===== src/rtl/ee_i2c_pkg.sv =====
package ee_i2c_pkg;
  localparam logic [3:0] DEV_CODE = 4'b1010;

  typedef enum logic [2:0] {
    ST_IDLE,
    ST_DEV,
    ST_WADDR,
    ST_WDATA,
    ST_ACK,
    ST_RDATA,
    ST_RACK
  } ee_state_e;
endpackage


===== src/rtl/ee_bus_edges.sv =====
module ee_bus_edges (
  input  logic clk_i,
  input  logic rst_ni,
  input  logic scl_i,
  input  logic sda_i,
  output logic scl_rise_o,
  output logic scl_fall_o,
  output logic start_o,
  output logic stop_o
);
  logic scl_q, sda_q;

  always_ff @(posedge clk_i or negedge rst_ni) begin
    if (!rst_ni) begin
      scl_q <= 1'b1;
      sda_q <= 1'b1;
    end else begin
      scl_q <= scl_i;
      sda_q <= sda_i;
    end
  end

  assign scl_rise_o = scl_i & ~scl_q;
  assign scl_fall_o = ~scl_i & scl_q;
  // data edges qualified by SCL high on both samples
  assign start_o    = scl_i & scl_q & sda_q & ~sda_i;
  assign stop_o     = scl_i & scl_q & ~sda_q & sda_i;
endmodule


===== src/rtl/ee_addr_ctr.sv =====
module ee_addr_ctr #(
  parameter int ADDR_W = 11,
  parameter int BLK_W  = 3,
  parameter int PAGE_W = 5
) (
  input  logic              clk_i,
  input  logic              rst_ni,
  input  logic              ld_blk_i,
  input  logic [BLK_W-1:0]  blk_i,
  input  logic              ld_word_i,
  input  logic [ADDR_W-BLK_W-1:0] word_i,
  input  logic              inc_page_i,
  input  logic              inc_full_i,
  output logic [ADDR_W-1:0] addr_o
);
  localparam int WORD_W = ADDR_W - BLK_W;

  logic [ADDR_W-1:0] addr_q, page_next;

  generate
    if (PAGE_W < ADDR_W) begin : g_page
      assign page_next = {addr_q[ADDR_W-1:PAGE_W], addr_q[PAGE_W-1:0] + PAGE_W'(1)};
    end else begin : g_flat
      assign page_next = addr_q + ADDR_W'(1);
    end
  endgenerate

  always_ff @(posedge clk_i or negedge rst_ni) begin
    if (!rst_ni) begin
      addr_q <= '0;
    end else if (inc_full_i) begin
      addr_q <= addr_q + ADDR_W'(1);
    end else if (inc_page_i) begin
      addr_q <= page_next;
    end else begin
      if (ld_blk_i)  addr_q[ADDR_W-1 -: BLK_W] <= blk_i;
      if (ld_word_i) addr_q[WORD_W-1:0]        <= word_i;
    end
  end

  assign addr_o = addr_q;
endmodule


===== src/rtl/ee_i2c_front.sv =====
module ee_i2c_front
  import ee_i2c_pkg::*;
#(
  parameter int ADDR_W = 11,
  parameter int BLK_W  = 3,
  parameter int PAGE_W = 5
) (
  input  logic              clk_i,
  input  logic              rst_ni,
  input  logic              scl_i,
  input  logic              sda_i,
  output logic              sda_oe_o,
  input  logic              busy_i,
  input  logic              wp_i,
  output logic              wr_valid_o,
  output logic [ADDR_W-1:0] wr_addr_o,
  output logic [7:0]        wr_data_o,
  output logic              wr_commit_o,
  output logic              rd_en_o,
  output logic [ADDR_W-1:0] rd_addr_o,
  input  logic [7:0]        rd_data_i
);
  localparam int WORD_W = ADDR_W - BLK_W;

  logic scl_rise, scl_fall, start_det, stop_det;
  ee_state_e state_q, after_q;
  logic [3:0] cnt_q;
  logic [7:0] sh_q;
  logic oe_q, mack_q, pend_q;
  logic wr_valid_q, commit_q, rd_en_q;
  logic [ADDR_W-1:0] wr_addr_q, addr;
  logic [7:0] wr_data_q;
  logic byte_end, dev_hit, ld_blk, ld_word, inc_page, rd_load;
  logic in_idle;

  ee_bus_edges u_edges (
    .clk_i      (clk_i),
    .rst_ni     (rst_ni),
    .scl_i      (scl_i),
    .sda_i      (sda_i),
    .scl_rise_o (scl_rise),
    .scl_fall_o (scl_fall),
    .start_o    (start_det),
    .stop_o     (stop_det)
  );

  always_comb begin
    byte_end = scl_fall && (cnt_q == 4'd8);
    dev_hit  = (sh_q[7:4] == DEV_CODE) && !busy_i;
    ld_blk   = 1'b0;
    ld_word  = 1'b0;
    inc_page = 1'b0;
    rd_load  = 1'b0;
    if (!start_det && !stop_det) begin
      ld_blk   = (state_q == ST_DEV) && byte_end && dev_hit;
      ld_word  = (state_q == ST_WADDR) && byte_end;
      inc_page = (state_q == ST_WDATA) && byte_end && !wp_i;
      rd_load  = scl_fall && (((state_q == ST_ACK) && (after_q == ST_RDATA)) ||
                              ((state_q == ST_RACK) && mack_q));
    end
  end

  ee_addr_ctr #(
    .ADDR_W (ADDR_W),
    .BLK_W  (BLK_W),
    .PAGE_W (PAGE_W)
  ) u_addr (
    .clk_i      (clk_i),
    .rst_ni     (rst_ni),
    .ld_blk_i   (ld_blk),
    .blk_i      (sh_q[BLK_W:1]),
    .ld_word_i  (ld_word),
    .word_i     (sh_q[WORD_W-1:0]),
    .inc_page_i (inc_page),
    .inc_full_i (rd_load),
    .addr_o     (addr)
  );

  always_ff @(posedge clk_i or negedge rst_ni) begin
    if (!rst_ni) begin
      state_q    <= ST_IDLE;
      after_q    <= ST_IDLE;
      cnt_q      <= '0;
      sh_q       <= '0;
      oe_q       <= 1'b0;
      mack_q     <= 1'b0;
      pend_q     <= 1'b0;
      wr_valid_q <= 1'b0;
      wr_addr_q  <= '0;
      wr_data_q  <= '0;
      commit_q   <= 1'b0;
      rd_en_q    <= 1'b0;
    end else begin
      wr_valid_q <= 1'b0;
      commit_q   <= 1'b0;
      rd_en_q    <= 1'b0;
      if (start_det) begin
        state_q <= ST_DEV;
        cnt_q   <= '0;
        oe_q    <= 1'b0;
      end else if (stop_det) begin
        state_q  <= ST_IDLE;
        cnt_q    <= '0;
        oe_q     <= 1'b0;
        commit_q <= pend_q;
        pend_q   <= 1'b0;
      end else begin
        unique case (state_q)
          ST_DEV, ST_WADDR, ST_WDATA: begin
            if (scl_rise) begin
              sh_q  <= {sh_q[6:0], sda_i};
              cnt_q <= cnt_q + 4'd1;
            end
            if (byte_end) begin
              cnt_q <= '0;
              if (state_q == ST_DEV) begin
                if (dev_hit) begin
                  oe_q    <= 1'b1;
                  state_q <= ST_ACK;
                  after_q <= sh_q[0] ? ST_RDATA : ST_WADDR;
                end else begin
                  state_q <= ST_IDLE;
                end
              end else if (state_q == ST_WADDR) begin
                oe_q    <= 1'b1;
                state_q <= ST_ACK;
                after_q <= ST_WDATA;
              end else begin
                state_q <= ST_ACK;
                after_q <= ST_WDATA;
                if (!wp_i) begin
                  oe_q       <= 1'b1;
                  wr_valid_q <= 1'b1;
                  wr_addr_q  <= addr;
                  wr_data_q  <= sh_q;
                  pend_q     <= 1'b1;
                end
              end
            end
          end
          ST_ACK: begin
            if (scl_fall) begin
              cnt_q <= '0;
              if (after_q == ST_RDATA) begin
                sh_q    <= rd_data_i;
                oe_q    <= ~rd_data_i[7];
                rd_en_q <= 1'b1;
                state_q <= ST_RDATA;
              end else begin
                oe_q    <= 1'b0;
                state_q <= after_q;
              end
            end
          end
          ST_RDATA: begin
            if (scl_rise) cnt_q <= cnt_q + 4'd1;
            if (scl_fall) begin
              if (cnt_q == 4'd8) begin
                oe_q    <= 1'b0;
                cnt_q   <= '0;
                state_q <= ST_RACK;
              end else begin
                sh_q <= {sh_q[6:0], 1'b0};
                oe_q <= ~sh_q[6];
              end
            end
          end
          ST_RACK: begin
            if (scl_rise) mack_q <= ~sda_i;
            if (scl_fall) begin
              cnt_q <= '0;
              if (mack_q) begin
                sh_q    <= rd_data_i;
                oe_q    <= ~rd_data_i[7];
                rd_en_q <= 1'b1;
                state_q <= ST_RDATA;
              end else begin
                oe_q    <= 1'b0;
                state_q <= ST_IDLE;
              end
            end
          end
          default: ;
        endcase
      end
    end
  end

  assign in_idle     = (state_q == ST_IDLE);
  assign sda_oe_o    = oe_q;
  assign wr_valid_o  = wr_valid_q;
  assign wr_addr_o   = wr_addr_q;
  assign wr_data_o   = wr_data_q;
  assign wr_commit_o = commit_q;
  assign rd_en_o     = rd_en_q;
  assign rd_addr_o   = addr;
endmodule


===== config.mk =====
export PLATFORM = sky130hd
export DESIGN_NAME = ee_i2c_front
export DESIGN_NICKNAME = d
export VERILOG_FILES = /design/src/rtl/ee_i2c_pkg.sv /design/src/rtl/ee_bus_edges.sv /design/src/rtl/ee_addr_ctr.sv /design/src/rtl/ee_i2c_front.sv
export SDC_FILE = /design/constraint.sdc
export NUM_CORES = 1
export LEC_CHECK = 0
export ABC_AREA = 1
export CORE_ASPECT_RATIO = 1.2
export CORE_MARGIN = 10
export CORE_UTILIZATION = 48
export CTS_CLUSTER_DIAMETER = 150
export CTS_CLUSTER_SIZE = 30
export DETAILED_ROUTE_END_ITERATION = 8
export PLACE_DENSITY = 0.76
export SYNTH_ARGS = -nofsm -noshare
export SYNTH_HDL_FRONTEND = slang
export SYNTH_SLANG_ARGS = --single-unit
export TNS_END_PERCENT = 50

===== constraint.sdc =====
create_clock -name clk_i -period 1.6 [get_ports clk_i]
set_input_delay 0.32 -clock clk_i [delete_from_list [all_inputs] [get_ports clk_i]]
set_output_delay 0.32 -clock clk_i [all_outputs]
set_load 0.05 [all_outputs]

==> impl_metrics.yaml <==
outcome:
  outcome: "finished, violations left"
  violations: "negative hold slack, negative setup slack"
routing:
  viasPerCell: 5.244
  routed_wl_um: 8283
  drc: 0
  drt_iter0_drc: 190
  vias: 2942
  ant_nets: 0
  first_pass_iters: 5
  wl_per_cell_um: 14.76
final_layout:
  nFillCells: 455
  drive_above_1_share: 0.2881
  fin_cells: 561
  nNetsFinal: 495
  final_area_um2: 4328
  diodes: 0
  syn_to_final_growth_pct: 43.23
  final_common_cell: "nand2_1"
  final_cell_mix: "nand2_1 (118), dfrtp_1 (51), buf_4 (43)"
worst_setup_path:
  critPathTopFamily: "simple AND/OR/NAND/NOR gates"
  critPathMaxFanout: 7
  crit_buf_inv: 1
  slowest_delay_ns: 0.58
  setup.worst_path.start_class: "register"
  r2r_setup_slack_ns: -0.02
  cp.arrival_ns: 1.83
  slowest_stage: "dfstp_2"
  cp.required_ns: 1.81
  r2r_cells: 8
  end_kind: "register"
  regToRegStartpoint: "u_edges.scl_q$_DFF_PN1_"
  worstSetupPathType: "reg -> reg"
  reg2reg_to: "u_addr.addr_o[4]$_DFFE_PN0P_"
  path_cells: "nand2_4, buf_6, nor2_4, nand3_4, nand2_8, nand3_2, o21ai_1, nand2_1"
synthesis:
  synth_compound_area_frac: 0.1006
  synth_cells: 390
  synth_seq_cells: 56
  post_synth_fa_ha_maj_area_fraction: 0.01242
  async_reset_ff_frac: 1.000
  synth-xor-area-share: 0.01159
  ys.flop_type: "dfrtp_1"
  synth_area_um2: 3022
  yosys-top-cells-area: "dfrtp_1 (45%), nand2_1 (15%), nand3_1 (6.5%)"
  synthDistinctLibCells: 31
  syn_avg_cell_area_um2: 7.748
  syn_nets: 407
  ys_seq_area_frac: 0.4646
  yosys_warnings: 0
  synth_top_family_by_area: "simple AND/OR/NAND/NOR gates"
  synth.area.mux_share: 0
  yosysTopAreaCell: "dfrtp_1"
  synth_top_area_share: 0.4472
  synth_edf_count: 0
  synthSimpleGateAreaFrac: 0.3350
timing:
  rsz0062_at_grt: "yes"
  worst_pin_slew_ns: 0.3954
  slew_viol_final: 0
  fmax_ghz: 0.6169
  setup_tns_ns: -0.03787
  skew_ns: 0.01162
  hold_viol_final: 27
  relSlewSlack: 0.7364
  period_needed_ns: 1.621
  layout_setup_ws_ns: -0.02112
  final-setup-viol-count: 2
  fin_crit_sh: 1.013
  holdWs_ns: -0.01119
clocking:
  numCtsBuffers: 5
  clock_latency_ns: 0.31
  root_buffer: "clkbuf_8"
  htreeDepth: 2
  hold_buffers: 0
  clk_pin_slew_worst_paths_ns: 0.10
  clock_path_buffers: 2
  cts.sinks: 56
  cts_tree: "yes"
power:
  power_density_nw_per_um2: 1384
  cellLeakagePower_uw: 0.002152
  ir_worst_vdd_uv: 1094
global_routing:
  grt_max_degree: 57
  antenna_found_initial: 0
  grt_usage: 0.1560
  grt_first_pass_wirelength_um: 12790
  grt_pass1_vias: 2796
  grt_overflow: 0
place:
  numPortBuffers: 47
  dp_cells: 545
  place_hpwl_um: 6034
  postPlaceCellArea_um2: 3994
  globalplace.congestion: 0.8616
min_path:
  hp-class: "in -> async"
die:
  die_x_um: 92.43
  initial_core_util: 0.4962
  die_h_um: 106.9
  coreArea_um2: 6090
  ios: 48
  placementRows: 31
  die_area_um2: 9882
job:
  maxCapViolations: 0
## cell type report
class                           count  area (um^2)  share of cell area
Tap cell                           82        102.6             0.02371
Timing Repair Buffer               87         1016              0.2347
Inverter                           46        175.2             0.04047
Clock inverter                      2        16.27            0.003758
Clock buffer                        6        72.57             0.01677
Sequential cell                    56         1408              0.3252
Multi-Input combinational cell    282         1538              0.3553
## cell usage after synthesis, types with 2 or more instances
master,instances
nand4_1,7
o21ai_2,3
nand2_1,123
nand3_4,2
dfstp_2,2
a21oi_1,5
nor2_2,3
xor2_1,4
inv_1,40
buf_2,3
nor2_4,4
nand2_2,6
clkbuf_1,2
o21ai_1,7
dfrtp_1,54
nand2_4,3
inv_2,6
o21ai_0,38
nor2_1,26
ha_1,3
nand3_1,39
## state kept, by name (all words and copies together), names as in the netlist, 3 cells and up
name           flops
sh_q               8
wr_data_o          8
cnt_q              4
wr_addr_o         11
after_q            3
u_addr.addr_o     11
state_q            3
## kinds of logic (layout without fill, tap and decap cells)
kind of cell	Yosys count	in the layout
AOI/OAI and AO/OA	56	56
xor gates and xnor gates	4	4
adders and majority gates	3	3
buffers and inverters	54	141
DFF	56	56
and+or+nand+nor	217	219
## metal layers
metal	share of wire	wire length, um	up-vias	track usage
met2	0.56	4599	91	0.2939
met4	0.025	209	0	0.07285
met3	0.047	393	22	0.02722
met1	0.37	3080	1401	0.1631
met5	0	0	-	0
li1	-	-	1428	-
## report_power, final
group,switching [uW],internal (uW)
combinational,1890,1270
clock,466,313
sequential,342,1700
## through the flow
stage | hold slack [ns] | util | total power [uW] | worst slack (ns)
after floorplan | 0.02441 | - | 3857 | 0.007239
after detailed placement | 0.3430 | 0.6558 | 4965 | -0.3044
after CTS | 0.001131 | 0.6770 | 5788 | 0.004168
after global placement | 0.3388 | 0.6558 | 4875 | -0.2550
final | -0.01119 | 0.7107 | 5988 | -0.02112
after global routing | 0.005732 | 0.7107 | 6396 | -0.07889
## worst max-delay path by stage
stage,start,end,slack [ns],cells after the start
floorplan,cnt_q[0]$_DFFE_PN0P_,u_addr.addr_o[7]$_DFFE_PN0P_,0.007,10
global placement,scl_i,u_addr.addr_o[9]$_DFFE_PN0P_,-0.25,10
detailed placement,scl_i,u_addr.addr_o[10]$_DFFE_PN0P_,-0.30,10
CTS,u_edges.scl_q$_DFF_PN1_,u_addr.addr_o[4]$_DFFE_PN0P_,0.004,8
global route,u_edges.scl_q$_DFF_PN1_,u_addr.addr_o[4]$_DFFE_PN0P_,-0.08,8
finish,u_edges.scl_q$_DFF_PN1_,u_addr.addr_o[4]$_DFFE_PN0P_,-0.02,8
## repair_timing
action                     CTS  global route
pin swaps                    2            17
buffers inserted             0             5
setup endpoints to repair   33            36
gates cloned                 0             3
resized for setup           11            39
Power figures use the tool's default switching activity.
